--- src/rtl/fpcmp_pkg.sv ---
package fpcmp_pkg;
  localparam int unsigned FP_EXP_W  = 11;
  localparam int unsigned FP_FRAC_W = 52;
  localparam int unsigned FP_TRUE_BIT = 62;

  typedef enum logic [1:0] {
    PRED_UNORD = 2'd0,
    PRED_EQ    = 2'd1,
    PRED_LT    = 2'd2,
    PRED_LE    = 2'd3
  } pred_e;
endpackage

--- src/rtl/fpcmp_classify.sv ---
module fpcmp_classify #(
  parameter int unsigned EXP_W  = 11,
  parameter int unsigned FRAC_W = 52,
  localparam int unsigned MAG_W = EXP_W + FRAC_W,
  localparam int unsigned W     = 1 + MAG_W
) (
  input  logic [W-1:0]     word,
  output logic             sign,
  output logic             nan,
  output logic             snan,
  output logic             zero,
  output logic [MAG_W-1:0] mag
);
  logic [EXP_W-1:0]  exp_f;
  logic [FRAC_W-1:0] frac_f;

  always_comb begin
    exp_f  = word[W-2 -: EXP_W];
    frac_f = word[FRAC_W-1:0];
    sign   = word[W-1];
    mag    = word[MAG_W-1:0];
    nan    = (&exp_f) && (|frac_f);
    // quiet bit is the top fraction bit
    snan   = nan && !frac_f[FRAC_W-1];
    zero   = ~|mag;
  end
endmodule

--- src/rtl/fpcmp_order.sv ---
module fpcmp_order #(
  parameter int unsigned MAG_W = 63
) (
  input  logic             sign_a,
  input  logic             sign_b,
  input  logic             zero_a,
  input  logic             zero_b,
  input  logic [MAG_W-1:0] mag_a,
  input  logic [MAG_W-1:0] mag_b,
  output logic             eq,
  output logic             lt,
  output logic             le
);
  logic both_zero, mag_gt, mag_lt, mag_eq;

  always_comb begin
    both_zero = zero_a && zero_b;
    mag_gt    = mag_a > mag_b;
    mag_lt    = mag_a < mag_b;
    mag_eq    = mag_a == mag_b;
    eq        = both_zero || ((sign_a == sign_b) && mag_eq);
    if (both_zero) begin
      lt = 1'b0;
      le = 1'b1;
    end else if (sign_a != sign_b) begin
      lt = sign_a;
      le = sign_a;
    end else if (sign_a) begin
      lt = mag_gt;
      le = mag_gt || mag_eq;
    end else begin
      lt = mag_lt;
      le = mag_lt || mag_eq;
    end
  end
endmodule

--- src/rtl/fpcmp_unit.sv ---
module fpcmp_unit
  import fpcmp_pkg::*;
#(
  parameter int unsigned EXP_W    = FP_EXP_W,
  parameter int unsigned FRAC_W   = FP_FRAC_W,
  parameter int unsigned TRUE_BIT = FP_TRUE_BIT,
  localparam int unsigned MAG_W   = EXP_W + FRAC_W,
  localparam int unsigned W       = 1 + MAG_W
) (
  input  logic         clk,
  input  logic         rst,
  input  logic         in_valid,
  input  logic [W-1:0] op_a,
  input  logic [W-1:0] op_b,
  input  logic [1:0]   pred_sel,
  output logic         out_valid,
  output logic [W-1:0] result,
  output logic         invalid
);
  localparam logic [W-1:0] TRUE_WORD = {{(W-1){1'b0}}, 1'b1} << TRUE_BIT;

  logic             sgn [2];
  logic             isnan [2];
  logic             issnan [2];
  logic             iszero [2];
  logic [MAG_W-1:0] mag [2];
  logic [W-1:0]     words [2];

  assign words[0] = op_a;
  assign words[1] = op_b;

  for (genvar i = 0; i < 2; i++) begin : g_cls
    fpcmp_classify #(.EXP_W(EXP_W), .FRAC_W(FRAC_W)) u_cls (
      .word (words[i]),
      .sign (sgn[i]),
      .nan  (isnan[i]),
      .snan (issnan[i]),
      .zero (iszero[i]),
      .mag  (mag[i])
    );
  end

  logic rel_eq, rel_lt, rel_le;

  fpcmp_order #(.MAG_W(MAG_W)) u_order (
    .sign_a (sgn[0]),
    .sign_b (sgn[1]),
    .zero_a (iszero[0]),
    .zero_b (iszero[1]),
    .mag_a  (mag[0]),
    .mag_b  (mag[1]),
    .eq     (rel_eq),
    .lt     (rel_lt),
    .le     (rel_le)
  );

  logic any_nan, any_snan, hit;

  always_comb begin
    any_nan  = isnan[0] || isnan[1];
    any_snan = issnan[0] || issnan[1];
    unique case (pred_e'(pred_sel))
      PRED_UNORD: hit = any_nan;
      PRED_EQ:    hit = !any_nan && rel_eq;
      PRED_LT:    hit = !any_nan && rel_lt;
      default:    hit = !any_nan && rel_le;
    endcase
  end

  always_ff @(posedge clk) begin
    if (rst) begin
      out_valid <= 1'b0;
      result    <= '0;
      invalid   <= 1'b0;
    end else begin
      out_valid <= in_valid;
      if (in_valid) begin
        result  <= hit ? TRUE_WORD : '0;
        invalid <= any_snan;
      end
    end
  end

  assert_encoding_R1: assert property (@(posedge clk) disable iff (rst)
    (result == '0) || (result == TRUE_WORD));

  assert_latency_R2: assert property (@(posedge clk) disable iff (rst)
    in_valid |=> out_valid);

  assert_unord_R3: assert property (@(posedge clk) disable iff (rst)
    in_valid && (pred_sel == 2'd0) && any_nan |=> result == TRUE_WORD);

  assert_nan_false_R4: assert property (@(posedge clk) disable iff (rst)
    in_valid && (pred_sel != 2'd0) && any_nan |=> result == '0);

  assert_snan_flag_R5: assert property (@(posedge clk) disable iff (rst)
    in_valid && (issnan[0] || issnan[1]) |=> invalid);

  assert_quiet_noflag_R5: assert property (@(posedge clk) disable iff (rst)
    in_valid && !issnan[0] && !issnan[1] |=> !invalid);

  assert_zero_eq_R6: assert property (@(posedge clk) disable iff (rst)
    in_valid && iszero[0] && iszero[1] && (pred_sel == 2'd1) |=> result == TRUE_WORD);

  assert_idle_hold_R10: assert property (@(posedge clk) disable iff (rst)
    !in_valid |=> !out_valid && $stable(result) && $stable(invalid));
endmodule

--- config.mk ---
export PLATFORM = sky130hd
export DESIGN_NAME = fpcmp_unit
export DESIGN_NICKNAME = d
export VERILOG_FILES = /design/src/rtl/fpcmp_pkg.sv /design/src/rtl/fpcmp_classify.sv /design/src/rtl/fpcmp_order.sv /design/src/rtl/fpcmp_unit.sv
export SDC_FILE = /design/constraint.sdc
export NUM_CORES = 1
export LEC_CHECK = 0
export BUFFER_PORTS_ARGS = -buffer_cell sky130_fd_sc_hd__buf_2
export CAP_MARGIN = 0
export CORE_UTILIZATION = 27
export CTS_BUF_LIST = sky130_fd_sc_hd__clkbuf_16
export DETAILED_ROUTE_END_ITERATION = 10
export PLACE_DENSITY = 0.58
export SLEW_MARGIN = 20
export SYNTH_ARGS = -nofsm -noshare
export SYNTH_HDL_FRONTEND = slang
export SYNTH_SLANG_ARGS = --single-unit
--- constraint.sdc ---
create_clock -name clk -period 5 [get_ports clk]
set_input_delay 0 -clock clk [delete_from_list [all_inputs] [get_ports clk]]
set_output_delay 0 -clock clk [all_outputs]
set_load 0.02 [all_outputs]
==> results.txt <==
Post-layout util -> 0.357
# Max-Cap Violations -> 0
WL final -> 8200 um
EDFF count, synth -> 0
Max Buffers Root-to-Sink -> 2
Setup TNS -> 0 ps
Cell taking the most area after synthesis -> ha_1
Yosys top cell area share -> 0.309
Post-Syn Area per Cell -> 7.17 um^2
Prevailing post-synth register cell -> dfxtp_1
M1 wire length -> 3870 um
Synth Instances -> 373
Synth warn -> 0
Post-synth cell types -> 38
Fin crit share -> 0.442
Min-delay src -> in_valid
Sink Count -> 3
P&R area growth vs syn -> 25.7%
Status -> completed
Ant. Diodes -> 0
Initial antenna violation count -> 0
Crit end category -> flop
WP data arrival -> 2350 ps
Site Rows -> 35
Met2 WL -> 3890 um
Worst setup SP type -> input port
Ys async rst share -> 0
# resized after CTS -> 0
Overall Global Routing Usage -> 0.155
Final Max Tran Viols -> 0
Synth cell count leaders -> inv_1 (68), ha_1 (66), buf_4 (63), nor4_1 (31), a21oi_1 (25)
Worst-path clk slew -> 30 ps
Post-route cell area -> 3360 um^2
Worst hold path type -> input port to flop
Initial core utilization -> 0.284
RSZ-0062 raised after global routing -> false
Crit path max-delay family -> compound AO/OA/AOI/OAI gates
Critical-path top delay cell -> nor4_2
Crit path largest cell delay -> 450 ps
R2r worst-path depth -> 2
CP Cell Sequence -> buf_2, inv_1, ha_1, nand4_1, nor4_2, nand4_1, o31a_1, o21a_1, a311o_1, a311oi_2
Hold depth -> 2
Chip Height -> 101 um
Hold_ws -> 35.8 ps
DRC -> 0
CTS Buf Count -> 3
HPWL after DPL -> 7740 um
H-tree depth -> 1
R2r startpoint -> result[62]
WL per Instance -> 12.8 um
Sequential cell area -> 60.1 um^2
Register area share after synthesis -> 0.0225
Num ports -> 199
Fmax -> 0.452 GHz
Power, Total -> 404 uW
Top-count cell post-synth -> inv_1
Maximum VDD drop -> 59.4 uV
Worst skew pair latency -> 230 ps
Met3 wire len -> 408 um
Ranking of synthesized cells by area -> ha_1 (31%), buf_4 (18%), inv_1 (9.6%)
Share of cells above drive strength 1 -> 0.289
Placed cell area -> 3270 um^2
Vias in the first global route -> 2770
DR pass1 iterations -> 4
Final Hold Fails -> 0
Largest net degree at the start of global routing -> 6
GR Overflow Total -> 0
Setup Skew -> 0 ps
CP Class -> input port to flop
Fill count -> 1027
Power per Cell Area -> 120 nW/um^2
Worst EP required -> 5140 ps
Crit Path Max Fanout -> 3
Hold EP -> result[62]
Leak -> 1.92 nW
Chip width -> 101 um
Clock period minus worst slack -> 2210 ps
CTS root buffer -> clkbuf_16
Placer congestion estimate -> 0.834
Die area -> 10300 um^2
Total vias in the final route -> 2945
Worst Path Buf+Inv -> 2
Top sig layer -> met4
Post-Syn Area -> 2670 um^2
Post-DRT Antenna Nets -> 0
R2R Setup Slk -> 4330 ps
IO Port Bufs -> 135
DR vias/cell -> 4.59
Final #Nets -> 712
Area of the multi-input gates -> 2120 um^2
Drt first-iter violations -> 61
Global-route wire length before repair -> 12700 um
Core area -> 9420 um^2
Worst setup startpoint -> op_b[62]
Reg-to-reg endpoint -> result[62]
CP most frequent cell -> nand4_1
Synth Register Bits -> 3
CTS tree -> built
Final setup vio count -> 0
[power by group]
group | switching [mW] | internal (mW) | leakage [nW]
registers | 0.000474 | 0.0256 | 0.0249
clock network | 0.0241 | 0.103 | 0.0423
logic | 0.152 | 0.0983 | 1.85
total | 0.176 | 0.227 | 1.92
[per-layer routing]
metal / up-vias / global-route usage
met3: 4 / 0.00966
met2: 139 / 0.286
met1: 1305 / 0.202
met5: - / 0
met4: 0 / 0.0167
li1: 1497 / -
[how the worst max path moves through the flow]
stage                 end  slack [ps]  depth (start not counted)
2_1_floorplan  result[62]        3000                          9
3_3_place_gp   result[62]        2490                         10
3_5_place_dp   result[62]        2490                         10
4_1_cts        result[62]        2720                         10
5_1_grt        result[62]        2570                         10
6_report       result[62]        2790                         10
[stage by stage]
| stage | std cells | setup WS [ps] |
|---|---|---|
| finish | 641 | 2790 |
| CTS | 641 | 2720 |
| global placement | 636 | 2490 |
| detailed placement | 636 | 2490 |
| global route | 641 | 2570 |
| floorplan | 435 | 3000 |
[layout make-up]
type | count | area share
Clock buffer | 3 | 0.0224
Sequential cell | 3 | 0.0179
Tap cell | 129 | 0.0481
Multi-Input combinational cell | 301 | 0.630
Timing Repair Buffer | 136 | 0.204
Clock inverter | 1 | 0.00112
Inverter | 68 | 0.0760
[cells by family after synthesis]
logic type	after synthesis	synth area share
AOI/OAI and AO/OA	59	0.141
xor gates and xnor gates	1	0.00328
buffers and inverters	131	0.272
and+or+nand+nor	112	0.250
DFF	3	0.0225
other	1	0.00140
adders and majority gates	66	0.309
[what timing repair did]
action                    in CTS  in global routing
setup buffers                  0                  0
hold buffers                   1                  0
hold endpoints to repair       3                  0
[layout by cell type (no fill, tap or decap), types with 2 or more instances in the layout]
cell	n
buf_2	135
inv_1	69
ha_1	66
conb_1	63
nor4_1	31
a21oi_1	25
nand4_1	24
nand2_1	15
nand3_1	11
nor2_1	10
o21ai_0	7
nor4_2	5
a211oi_1	5
a21o_1	5
nor3_1	4
o21a_1	3
clkbuf_16	3
dfxtp_1	3
nand2_2	2
o221ai_1	2
a221oi_1	2
o21ai_1	2
nand2b_1	2
nand3b_1	2
[worst register-to-register path, cell delays in order (launching register included)]
cell and delay, ps:
dfxtp_1 310, nor2_1 50, a311oi_2 220
[registers in the layout, indices dropped and copies added (netlist names)]
| register | flops |
|---|---|
| out_valid | 1 |
| result | 1 |
| invalid | 1 |
No activity file was read; power rests on OpenSTA's default activity.
